## src/rtl/tw_pkg.sv

```systemverilog
`timescale 1ns/1ps
package tw_pkg;

    localparam int NIB_W     = 4;
    localparam int CTL_W     = 4;
    localparam int FRAME_LEN = CTL_W + NIB_W;
    localparam int CNT_W     = $clog2(FRAME_LEN);
    // holds bits 1..6 of a frame; bit 0 is ignored and bit 7 arrives live
    localparam int SH_W      = FRAME_LEN - 2;
    localparam int RF_DEPTH  = 1 << NIB_W;

    localparam int PIN_CE   = 0;
    localparam int PIN_SCLK = 1;
    localparam int PIN_SIO  = 2;
    localparam int PIN_N    = 3;

    typedef logic [NIB_W-1:0] nib_t;

    typedef enum logic {
        FK_CMD = 1'b0,
        FK_OUT = 1'b1
    } fkind_e;

    typedef struct packed {
        logic rw;
        logic ad;
        logic dt;
        nib_t nib;
    } frame_t;

    function automatic logic is_addr_load(frame_t f);
        return f.ad & ~f.dt;
    endfunction

    function automatic logic is_data_write(frame_t f);
        return f.dt & ~f.rw & ~f.ad;
    endfunction

    function automatic logic is_read_req(frame_t f);
        return f.rw & f.ad & ~f.dt;
    endfunction

endpackage

```

## src/rtl/tw_pin_sync.sv

```systemverilog
`timescale 1ns/1ps
module tw_pin_sync #(
    parameter int WIDTH  = 3,
    parameter int STAGES = 2
) (
    input  logic             clk,
    input  logic             rst,
    input  logic [WIDTH-1:0] d_i,
    output logic [WIDTH-1:0] q_o
);
    logic [STAGES-1:0][WIDTH-1:0] stg;

    generate
        if (STAGES == 1) begin : g_single
            always_ff @(posedge clk) begin
                if (rst) stg <= '0;
                else     stg <= d_i;
            end
        end else begin : g_chain
            always_ff @(posedge clk) begin
                if (rst) stg <= '0;
                else     stg <= {stg[STAGES-2:0], d_i};
            end
        end
    endgenerate

    assign q_o = stg[STAGES-1];
endmodule

```

## src/rtl/tw_frame_ctl.sv

```systemverilog
`timescale 1ns/1ps
module tw_frame_ctl
    import tw_pkg::*;
(
    input  logic             clk,
    input  logic             rst,
    input  logic             ce_lvl,
    input  logic             ce_fall,
    input  logic             sclk_fall,
    input  logic             sio_lvl,
    output logic [CNT_W-1:0] cnt_o,
    output fkind_e           kind_o,
    output nib_t             addr_o,
    output logic             wr_o,
    output nib_t             wdata_o,
    output logic             force_o
);
    logic [SH_W-1:0]  sh_q;
    logic [CNT_W-1:0] cnt_q;
    fkind_e           kind_q;
    nib_t             addr_q, wdata_q;
    logic             wr_q, force_q;
    frame_t           fr;
    logic             last_bit;

    assign fr       = frame_t'({sh_q, sio_lvl});
    assign last_bit = (cnt_q == CNT_W'(FRAME_LEN - 1));

    always_ff @(posedge clk) begin
        if (rst) begin
            sh_q    <= '0;
            cnt_q   <= '0;
            kind_q  <= FK_CMD;
            addr_q  <= '0;
            wdata_q <= '0;
            wr_q    <= 1'b0;
            force_q <= 1'b0;
        end else begin
            wr_q    <= 1'b0;
            force_q <= ce_fall;
            if (!ce_lvl) begin
                sh_q   <= '0;
                cnt_q  <= '0;
                kind_q <= FK_CMD;
            end else if (sclk_fall) begin
                sh_q <= {sh_q[SH_W-2:0], sio_lvl};
                if (last_bit) begin
                    cnt_q <= '0;
                    if (kind_q == FK_CMD) begin
                        if (is_addr_load(fr)) addr_q <= fr.nib;
                        if (is_data_write(fr)) begin
                            wr_q    <= 1'b1;
                            wdata_q <= fr.nib;
                        end
                        kind_q <= is_read_req(fr) ? FK_OUT : FK_CMD;
                    end else begin
                        kind_q <= FK_CMD;
                    end
                end else begin
                    cnt_q <= cnt_q + 1'b1;
                end
            end
        end
    end

    assign cnt_o   = cnt_q;
    assign kind_o  = kind_q;
    assign addr_o  = addr_q;
    assign wr_o    = wr_q;
    assign wdata_o = wdata_q;
    assign force_o = force_q;
endmodule

```

## src/rtl/tw_sio_drv.sv

```systemverilog
`timescale 1ns/1ps
module tw_sio_drv
    import tw_pkg::*;
(
    input  logic             clk,
    input  logic             rst,
    input  logic             ce_lvl,
    input  logic             sclk_rise,
    input  logic [CNT_W-1:0] cnt_i,
    input  fkind_e           kind_i,
    input  nib_t             rdata_i,
    output logic             oe_o,
    output logic             dout_o
);
    nib_t obuf_q;
    logic oe_q, dout_q;

    always_ff @(posedge clk) begin
        if (rst || !ce_lvl) begin
            obuf_q <= '0;
            oe_q   <= 1'b0;
            dout_q <= 1'b0;
        end else if (sclk_rise) begin
            if (kind_i == FK_OUT) begin
                if (cnt_i == CNT_W'(1)) begin
                    oe_q   <= 1'b1;
                    obuf_q <= rdata_i;
                    dout_q <= 1'b0;
                end else if (cnt_i >= CNT_W'(CTL_W)) begin
                    dout_q <= obuf_q[NIB_W-1];
                    obuf_q <= {obuf_q[NIB_W-2:0], 1'b0};
                end
            end else begin
                oe_q   <= 1'b0;
                dout_q <= 1'b0;
            end
        end
    end

    assign oe_o   = oe_q;
    assign dout_o = dout_q;
endmodule

```

## src/rtl/tw_reg_port.sv

```systemverilog
`timescale 1ns/1ps
module tw_reg_port
    import tw_pkg::*;
#(
    parameter int SYNC_STAGES = 2
) (
    input  logic             clk,
    input  logic             rst,
    input  logic             ce_i,
    input  logic             sclk_i,
    input  logic             sio_i,
    output logic             sio_o,
    output logic             sio_oe,
    output logic [NIB_W-1:0] rf_addr,
    output logic             rf_wr,
    output logic [NIB_W-1:0] rf_wdata,
    input  logic [NIB_W-1:0] rf_rdata,
    output logic             rf_force
);
    logic [PIN_N-1:0] lvl;
    logic [1:0]       prv;
    logic             ce_lvl, ce_fall, sclk_fall, sclk_rise, out_frame;
    logic [CNT_W-1:0] cnt;
    fkind_e           kind;

    tw_pin_sync #(.WIDTH(PIN_N), .STAGES(SYNC_STAGES)) i_sync (
        .clk (clk),
        .rst (rst),
        .d_i ({sio_i, sclk_i, ce_i}),
        .q_o (lvl)
    );

    always_ff @(posedge clk) begin
        if (rst) prv <= '0;
        else     prv <= lvl[PIN_SCLK:PIN_CE];
    end

    assign ce_lvl    = lvl[PIN_CE];
    assign ce_fall   = prv[PIN_CE] & ~lvl[PIN_CE];
    assign sclk_fall = prv[PIN_SCLK] & ~lvl[PIN_SCLK];
    assign sclk_rise = ~prv[PIN_SCLK] & lvl[PIN_SCLK];
    assign out_frame = (kind == FK_OUT);

    tw_frame_ctl i_frame (
        .clk       (clk),
        .rst       (rst),
        .ce_lvl    (ce_lvl),
        .ce_fall   (ce_fall),
        .sclk_fall (sclk_fall),
        .sio_lvl   (lvl[PIN_SIO]),
        .cnt_o     (cnt),
        .kind_o    (kind),
        .addr_o    (rf_addr),
        .wr_o      (rf_wr),
        .wdata_o   (rf_wdata),
        .force_o   (rf_force)
    );

    tw_sio_drv i_drv (
        .clk       (clk),
        .rst       (rst),
        .ce_lvl    (ce_lvl),
        .sclk_rise (sclk_rise),
        .cnt_i     (cnt),
        .kind_i    (kind),
        .rdata_i   (rf_rdata),
        .oe_o      (sio_oe),
        .dout_o    (sio_o)
    );
endmodule

```

## config.mk

```make
export PLATFORM = sky130hd
export DESIGN_NAME = tw_reg_port
export DESIGN_NICKNAME = d
export VERILOG_FILES = /design/src/rtl/tw_pkg.sv /design/src/rtl/tw_pin_sync.sv /design/src/rtl/tw_frame_ctl.sv /design/src/rtl/tw_sio_drv.sv /design/src/rtl/tw_reg_port.sv
export SDC_FILE = /design/constraint.sdc
export NUM_CORES = 1
export LEC_CHECK = 0
export ABC_AREA = 0
export BUFFER_PORTS_ARGS = -buffer_cell sky130_fd_sc_hd__buf_4
export CORE_MARGIN = 3
export CORE_UTILIZATION = 40
export CTS_CLUSTER_DIAMETER = 120
export DETAILED_ROUTE_END_ITERATION = 6
export GPL_ROUTABILITY_DRIVEN = 0
export PLACE_DENSITY = 0.67
export SKIP_CTS_REPAIR_TIMING = 1
export SYNTH_ARGS = -nofsm -noshare
export SYNTH_HDL_FRONTEND = slang
export SYNTH_SLANG_ARGS = --single-unit
```

## constraint.sdc

```tcl
create_clock -name clk -period 2.1 [get_ports clk]
set_clock_uncertainty 0.15 [all_clocks]
set_input_delay 0.42 -clock clk [delete_from_list [all_inputs] [get_ports clk]]
set_output_delay 0.42 -clock clk [all_outputs]
set_load 0.03 [all_outputs]
```

## Word level (Yosys, flattened, before mapping)

Index checks and enable logic that the tools add are counted.

| word-level totals | value |
|---|---|
| logic and storage cells | 58 |
| input bits | 9 |
| register bits after elaboration | 34 |

| cells by class | value |
|---|---|
| equality and inequality tests | 4 |
| $add $sub $neg | 1 |
| $lt $le $gt $ge | 1 |
| mux-type cells | 11 |
| reductions and logical operators | 11 |
| bitwise gates (word level) | 17 |

Operators with widths:

| operator | count |
|---|---|
| 5-bit AND reduction | 2 |
| 1-bit inverter | 9 |
| 1-bit bitwise AND | 8 |
| 1-bit 2-to-1 mux | 8 |
| 4-bit 2-to-1 mux | 2 |
| 2-bit AND reduction | 3 |
| 5-bit OR reduction | 1 |
| 3-bit by 1-bit adder with 3-bit output, second input constant | 1 |
| 3-bit by 1-bit == test with 1-bit output, second input constant | 1 |
| 3-bit == test, second input constant | 1 |
| 3-bit greater-or-equal comparator, second input constant | 1 |
| 3-bit 2-to-1 mux | 1 |
| 3-bit by 1-bit != test with 1-bit output, second input constant | 1 |
| 3-bit AND reduction | 1 |
| 2-bit by 1-bit != test with 1-bit output, second input constant | 1 |
| 2-bit nonzero test | 1 |
| 2-bit OR reduction | 1 |
| 1-bit logical NOT | 1 |
| 1-bit logical OR | 1 |

## Logic depth before layout (Yosys ltp)

Gate-level depths: netlist of run 1.

| depth | value |
|---|---|
| depth in word-level cells | 4 |
| gate-level depth with buffers | 5 |
| gate-level depth less buffers | 5 |

## Cells and area by module

Synthesis of run 1 repeated with hierarchy kept, for this count alone.

| second synthesis, totals | value |
|---|---|
| cell total of the unflattened synthesis | 138 |
| area, all modules | 1,401.3 sq um |

By module, submodules not included:

| module | sequential area each (sq um) | cells each | times used | area each (sq um) |
|---|---|---|---|---|
| tw_frame_ctl | 400.4 | 77 | 1 | 817.0 |
| tw_sio_drv | 120.1 | 39 | 1 | 332.8 |
| tw_pin_sync | 120.1 | 15 | 1 | 180.2 |
| tw_reg_port | 40.0 | 7 | 1 | 71.3 |

## Worst setup path before layout of run 1

Ideal clock, no wire load.

| path | value |
|---|---|
| path kind | reg-to-reg |
| start point | register i_frame.cnt_q[0] (netlist: i_frame.cnt_o[0]) |
| end point | register i_drv.obuf_q[1] |
| path buffers | 0 |
| arrival time | 1.165 ns |
| required time | 1.821 ns |
| slack | 0.656 ns |
| cell stages (with the launch flop) | 5 |
| cells stage by stage | dfxtp_1 -> ha_1 -> nor2b_1 -> mux2i_1 -> a211oi_1 |

| between the ends | value |
|---|---|
| longest elaborated chain between the ends | 3 |
| elaborated cells between the ends (all ways) | 5 |
| those cells by class | order compare (1); eq/ne (1); mux (1); reduce/logical (2) |

Ends and longest elaborated chain:

| item | line | text |
|---|---|---|
| from (decl) | tw_frame_ctl.sv:19 | `logic [CNT_W-1:0] cnt_q;` |
| from (signal assigned) | tw_frame_ctl.sv:60 | `cnt_q <= cnt_q + 1'b1;` |
| 3-bit greater-or-equal comparator / 3-bit by 1-bit == test with 1-bit output (equally long branches) | tw_sio_drv.sv:29, tw_sio_drv.sv:25 |  |
| 2-bit nonzero test (no source line) | - |  |
| 3-bit AND reduction (no source line) | - |  |
| to (signal assigned) | tw_sio_drv.sv:27 | `obuf_q <= rdata_i;` |
| to (signal assigned) | tw_sio_drv.sv:31 | `obuf_q <= {obuf_q[NIB_W-2:0], 1'b0};` |
| to (decl) | tw_sio_drv.sv:15 | `nib_t obuf_q;` |

Several ways; a longest one is shown, not always the timed one.
A chain may end at the register's enable or synchronous reset.

## Worst setup path after layout of run 1

Same ends and word-level chain as after synthesis.

==> results of run 1 <==
how the worst max path moves through the flow:
stage                          start              end  slack (ps)  cells past startpoint
floorplan           i_frame.cnt_o[0]  i_drv.obuf_q[1]         660                      4
global placement    i_frame.cnt_o[0]  i_drv.obuf_q[1]         450                      4
detailed placement  i_frame.cnt_o[0]  i_drv.obuf_q[3]         440                      4
CTS                 i_frame.cnt_o[0]  i_drv.obuf_q[3]         400                      4
global route        i_frame.cnt_o[0]  i_drv.obuf_q[1]         260                      4
finish              i_frame.cnt_o[0]  i_drv.obuf_q[1]         410                      4
cells in the final DEF (no fill, tap or decap), drive strengths merged, types with 2 or more instances in the layout:
cell | Yosys | layout
a21oi | 12 | 12
clkbuf | 5 | 7
nand2 | 16 | 16
mux2i | 12 | 12
o21ai | 2 | 2
a31oi | 2 | 2
nand4b | 2 | 2
nand2b | 14 | 14
dfxtp | 34 | 34
nor2b | 9 | 9
a211oi | 4 | 4
nor3b | 2 | 2
inv | 4 | 4
ha | 4 | 4
buf | 2 | 20
nand3 | 2 | 2
nor2 | 7 | 7
state kept, by name (all words and copies together), names as in the netlist:
register         cells
i_sync.stg           3
i_sync.q_o           3
i_frame.sh_q         6
i_frame.wdata_o      4
i_frame.addr_o       4
i_drv.oe_o           1
i_drv.obuf_q         4
i_frame.kind_o       1
prv                  2
i_frame.cnt_o        3
i_frame.wr_o         1
i_frame.force_o      1
i_drv.dout_o         1
cell families after synthesis:
| group | count (synthesis) | synth area share (%) |
|---|---|---|
| AO/OA/AOI/OAI | 20 | 8.32 |
| multiplexers | 12 | 8.87 |
| flip-flops | 34 | 50.3 |
| AND/OR/NAND/NOR | 61 | 25.6 |
| buffers and inverters | 11 | 3.23 |
| adder cells (fa/ha/maj) | 4 | 3.70 |
synthesized netlist by cell type:
library cell	n
buf_2	2
nand3b_1	1
nor2_1	7
nand2b_1	14
nand3_1	2
nor4bb_1	1
inv_1	4
a211oi_1	4
nor2b_1	9
nor3b_1	2
dfxtp_1	34
and4_1	1
o21ai_0	2
or2_2	1
nand4b_1	2
ha_1	4
and2b_1	1
a21oi_1	12
a31oi_1	2
nand2_1	16
clkbuf_1	5
and3b_1	1
nor3_1	1
or2b_1	1
mux2i_1	12
and4bb_2	1
power groups by stage:
| stage | Combinational (W) | Clock (W) | Sequential, W |
|---|---|---|---|
| 2_1_floorplan | 0.0000203 | 0 | 0.000669 |
| 3_3_place_gp | 0.0000336 | 0 | 0.000670 |
| 3_5_place_dp | 0.0000346 | 0 | 0.000670 |
| 4_1_cts | 0.0000346 | 0.000379 | 0.000655 |
| 5_1_grt | 0.0000380 | 0.000401 | 0.000656 |
| 6_report | 0.0000342 | 0.000369 | 0.000655 |
through the flow:
step,instance area (um2),hold WS [ps]
6_report,1590,152
3_5_place_dp,1530,276
2_1_floorplan,1350,264
4_1_cts,1590,137
5_1_grt,1590,140
3_3_place_gp,1530,272
metal layers:
metal,vias to the layer above,global-route usage [%]
li1,520,-
met2,13,18.8
met5,-,0
met4,0,5.54
met1,466,16.1
met3,4,3.16
area by class of cell:
cell class | count | area share [%]
Tap cell | 44 | 3.46
Clock inverter | 1 | 0.315
Timing Repair Buffer | 20 | 9.44
Clock buffer | 7 | 3.46
Inverter | 4 | 0.944
Sequential cell | 34 | 42.8
Multi-Input combinational cell | 97 | 39.6
==> results.json, run 1 <==
{
  "top_layer": "met4",
  "path_class": "flop to flop",
  "clock_latency_ps": 330,
  "cpPeakStageDelay_ps": 410,
  "synth_cell_types": 26,
  "hold_viol_final": 0,
  "die_x_um": 64.2,
  "dp_cells": 199,
  "drt-met1-wl_um": 1160,
  "crit_required_ps": 2180,
  "worst_hold_path.num_cells": 2,
  "path_max_fanout": 5,
  "final_max_slew_viol_count": 0,
  "pwr-share-clk_pct": 34.9,
  "syn_to_final_growth_pct": 17.5,
  "rows": 20,
  "wl_per_cell_um": 11.5,
  "detail-route-antenna-nets": 0,
  "synth_area_leader_cell": "dfxtp_1",
  "die-area_mm2": 0.00412,
  "htreeDepth": 2,
  "r2r-start": "i_frame.cnt_o[0]",
  "multi_input_area_um2": 629,
  "nNetsFinal": 175,
  "start_util_pct": 43.3,
  "clk_pin_slew_ps": 100,
  "routed-wl-met2_um": 1100,
  "cts_buffers": 5,
  "ys_seq_area_share_pct": 50.3,
  "setup_ws_ps": 405,
  "p_int_w": 0.000833,
  "postSynthCellCount": 142,
  "rsz0062_at_grt": "no",
  "cap_violations": 0,
  "setup-tns-final_ps": 0,
  "drive_above_1_share_pct": 17.8,
  "syn-cell-area_mm2": 0.00135,
  "setup-violations-final": 0,
  "cts.sinks": 34,
  "drtPass1Iterations": 4,
  "ys_warn_count": 0,
  "wirelength_um": 2380,
  "peakVddDrop_uv": 406,
  "fillCellCount": 296,
  "power.density_mw_per_mm2": 665,
  "worstHoldStart": "sio_i",
  "switchingPower_w": 0.000225,
  "worst_path_max_delay_cell": "nor2b_1",
  "crit_chain": "ha_1 > nor2b_1 > mux2i_1 > a211oi_1",
  "period_share_pct": 80.7,
  "netlist.area_leader.share_pct": 50.3,
  "max_freq_ghz": 0.590,
  "wl_met3_um": 92,
  "seqCellArea_um2": 681,
  "synth-seq-cells": 34,
  "switching_share_pct": 21.3,
  "die_y_um": 64.2,
  "grt_pass1_vias": 931,
  "min_period_ps": 1690,
  "grt_usage_pct": 12.3,
  "combPwrFrac_pct": 3.2,
  "tightest_slew_ps": 630,
  "end_kind": "flop",
  "vias_per_cell": 4.85,
  "grt_overflow": 0,
  "r2r-end": "i_drv.obuf_q[1]",
  "core-area_mm2": 0.00313,
  "path_delay_family": "simple AND/OR/NAND/NOR gates",
  "p_leak_nw": 0.606,
  "dp_hpwl_um": 1710,
  "holdCritPathClass": "input pin to flop",
  "grt_max_degree": 23,
  "outcome": "complete, no violations",
  "antenna_found_initial": 0,
  "rr_worst_depth": 4,
  "path_buf_inv": 0,
  "ioPinCount": 21,
  "finalNonFillerCells": 207,
  "n_antenna_cell": 0,
  "finish.utilization_pct": 50.8,
  "io_buffers": 20,
  "power_w": 0.00106,
  "synthTopCellsByArea": "dfxtp_1, mux2i_1, nand2b_1",
  "clockBufferDepth": 2,
  "pre_cts_ws_ps": 437,
  "vias": 1003,
  "startpoint_type": "flop",
  "grt_pass1_wl_um": 4060,
  "synth_area_per_cell_um2": 9.53,
  "seqPwrFrac_pct": 61.9,
  "r2r_slack_ps": 410,
  "maxSlewHeadroom_pct": 58.0,
  "cts_root_buffer": "clkbuf_4",
  "cts_tree": "yes",
  "drtIter0Drc": 14,
  "arrival_ps": 1770,
  "syn-num-nets": 155,
  "drc": 0,
  "hold_end": "i_sync.stg[2]"
}
No activity file was read; power rests on OpenSTA's default activity.
==> run 2, diff against run 1 <==
--- a/config.mk
+++ b/config.mk
@@ -12,7 +12,7 @@
 export CTS_CLUSTER_DIAMETER = 120
 export DETAILED_ROUTE_END_ITERATION = 6
 export GPL_ROUTABILITY_DRIVEN = 0
-export PLACE_DENSITY = 0.67
+export PLACE_DENSITY = 0.69
 export SKIP_CTS_REPAIR_TIMING = 1
 export SYNTH_ARGS = -nofsm -noshare
 export SYNTH_HDL_FRONTEND = slang
==> constraint.sdc (replaced) <==
create_clock -name clk -period 1.4 [get_ports clk]
set_clock_uncertainty 0.15 [all_clocks]
set_input_delay 0.28 -clock clk [delete_from_list [all_inputs] [get_ports clk]]
set_output_delay 0.28 -clock clk [all_outputs]
set_load 0.03 [all_outputs]
==> results.json, run 2 (same netlist as run 1, synthesis figures left out) <==
{
  "outcome": "complete, no violations",
  "finalNonFillerCells": 216,
  "rsz0062_at_grt": "yes",
  "clk_pin_slew_ps": 100,
  "n_antenna_cell": 0,
  "detail-route-antenna-nets": 0,
  "htreeDepth": 2,
  "dp_hpwl_um": 2000,
  "max_freq_ghz": 0.720,
  "nNetsFinal": 185,
  "maxSlewHeadroom_pct": 83.2,
  "grt_overflow": 0,
  "peakVddDrop_uv": 688,
  "ioPinCount": 21,
  "cap_violations": 0,
  "drtPass1Iterations": 4,
  "grt_pass1_vias": 1101,
  "holdCritPathClass": "input pin to flop",
  "end_kind": "flop",
  "setup_ws_ps": 10.7,
  "r2r-start": "i_frame.cnt_o[0]",
  "grt_usage_pct": 15.0,
  "worst_hold_path.num_cells": 2,
  "path_class": "flop to flop",
  "power.density_mw_per_mm2": 982,
  "placed_cell_area_mm2": 0.00161,
  "cts_tree": "yes",
  "drtIter0Drc": 41,
  "pre_cts_ws_ps": -161,
  "layout_common_cells": "dfxtp_1, buf_4, nand2_1, nand2b_1, mux2i_1",
  "rows": 20,
  "clockBufferDepth": 2,
  "startpoint_type": "flop",
  "die_y_um": 64.2,
  "io_buffers": 20,
  "hold_end": "i_sync.stg[0]",
  "period_share_pct": 99.2,
  "drc": 0,
  "dp_cells": 209,
  "vias": 1060,
  "start_util_pct": 43.3,
  "core-area_mm2": 0.00313,
  "fin_area_mm2": 0.00180,
  "final_common_cell": "dfxtp_1",
  "p_leak_nw": 0.665,
  "drive_above_1_share_pct": 34.3,
  "setup-violations-final": 0,
  "crit_required_ps": 1500,
  "die-area_mm2": 0.00412,
  "vias_per_cell": 4.91,
  "grt_pass1_wl_um": 4840,
  "cts_root_buffer": "clkbuf_4",
  "final_max_slew_viol_count": 0,
  "top_register": "i_frame.sh_q",
  "path_max_fanout": 4,
  "worstHoldStart": "ce_i",
  "grt_max_degree": 22,
  "largest_register_ffs": 6,
  "r2r-end": "i_frame.addr_o[1]",
  "r2r_slack_ps": 10,
  "clock_latency_ps": 330,
  "antenna_found_initial": 0,
  "rr_worst_depth": 5,
  "wirelength_um": 2770,
  "cts_buffers": 5,
  "hold_viol_final": 0,
  "min_period_ps": 1390,
  "wl_per_cell_um": 12.8,
  "die_x_um": 64.2,
  "syn_to_final_growth_pct": 32.7,
  "cts.sinks": 34,
  "tightest_slew_ps": 253,
  "arrival_ps": 1490
}
==> run 2: worst max-delay path by stage <==
stage / end / slack [ps] / from
6_report: i_frame.addr_o[1] / 10 / i_frame.cnt_o[0]
5_1_grt: i_frame.addr_o[0] / -50 / i_frame.cnt_o[0]
4_1_cts: i_frame.wdata_o[3] / -180 / i_frame.cnt_o[0]
3_5_place_dp: i_frame.wdata_o[3] / -160 / i_frame.cnt_o[0]
3_3_place_gp: i_frame.wdata_o[3] / -70 / i_frame.cnt_o[0]
2_1_floorplan: i_frame.wr_o / 3 / i_frame.cnt_o[0]
==> run 2: stage by stage <==
stage               utilization (%)  TNS (ps)  power [W]  hold WS [ps]
global route                   57.4      -230    0.00184          22.9
floorplan                         -         0    0.00103           258
CTS                            54.1     -1070    0.00179          4.38
global placement               51.5      -306    0.00106           269
finish                         57.4         0    0.00176          12.8
detailed placement             51.5      -781    0.00107           278
==> run 2: metal layers <==
metal,GRT usage (%),up-vias,routed length [um]
li1,-,535,-
met1,19.3,505,1330
met2,23.4,13,1300
met3,3.87,7,78
met4,7.12,0,60
met5,0,-,0
==> run 2: report_power, final <==
part	internal (W)	switching, W
clock network	0.000416	0.000307
registers	0.000973	0.00000381
logic	0.0000367	0.0000275
total	0.00143	0.000338
==> run 2: final cells by class <==
cell class              count  area (um2)
inverters                   4        17.5
clock buffers               6        51.3
well taps                  44        55.1
clock inverters             1        30.0
repair buffers             30         229
flip-flops and latches     34         689
multi-input cells          97         724
fillers                   281        1330
==> run 2: critical path, stage by stage, from the launching register on <==
cell	delay, ps
dfxtp_4	380
ha_4	180
ha_4	160
nand4b_1	110
buf_6	140
mux2i_1	190
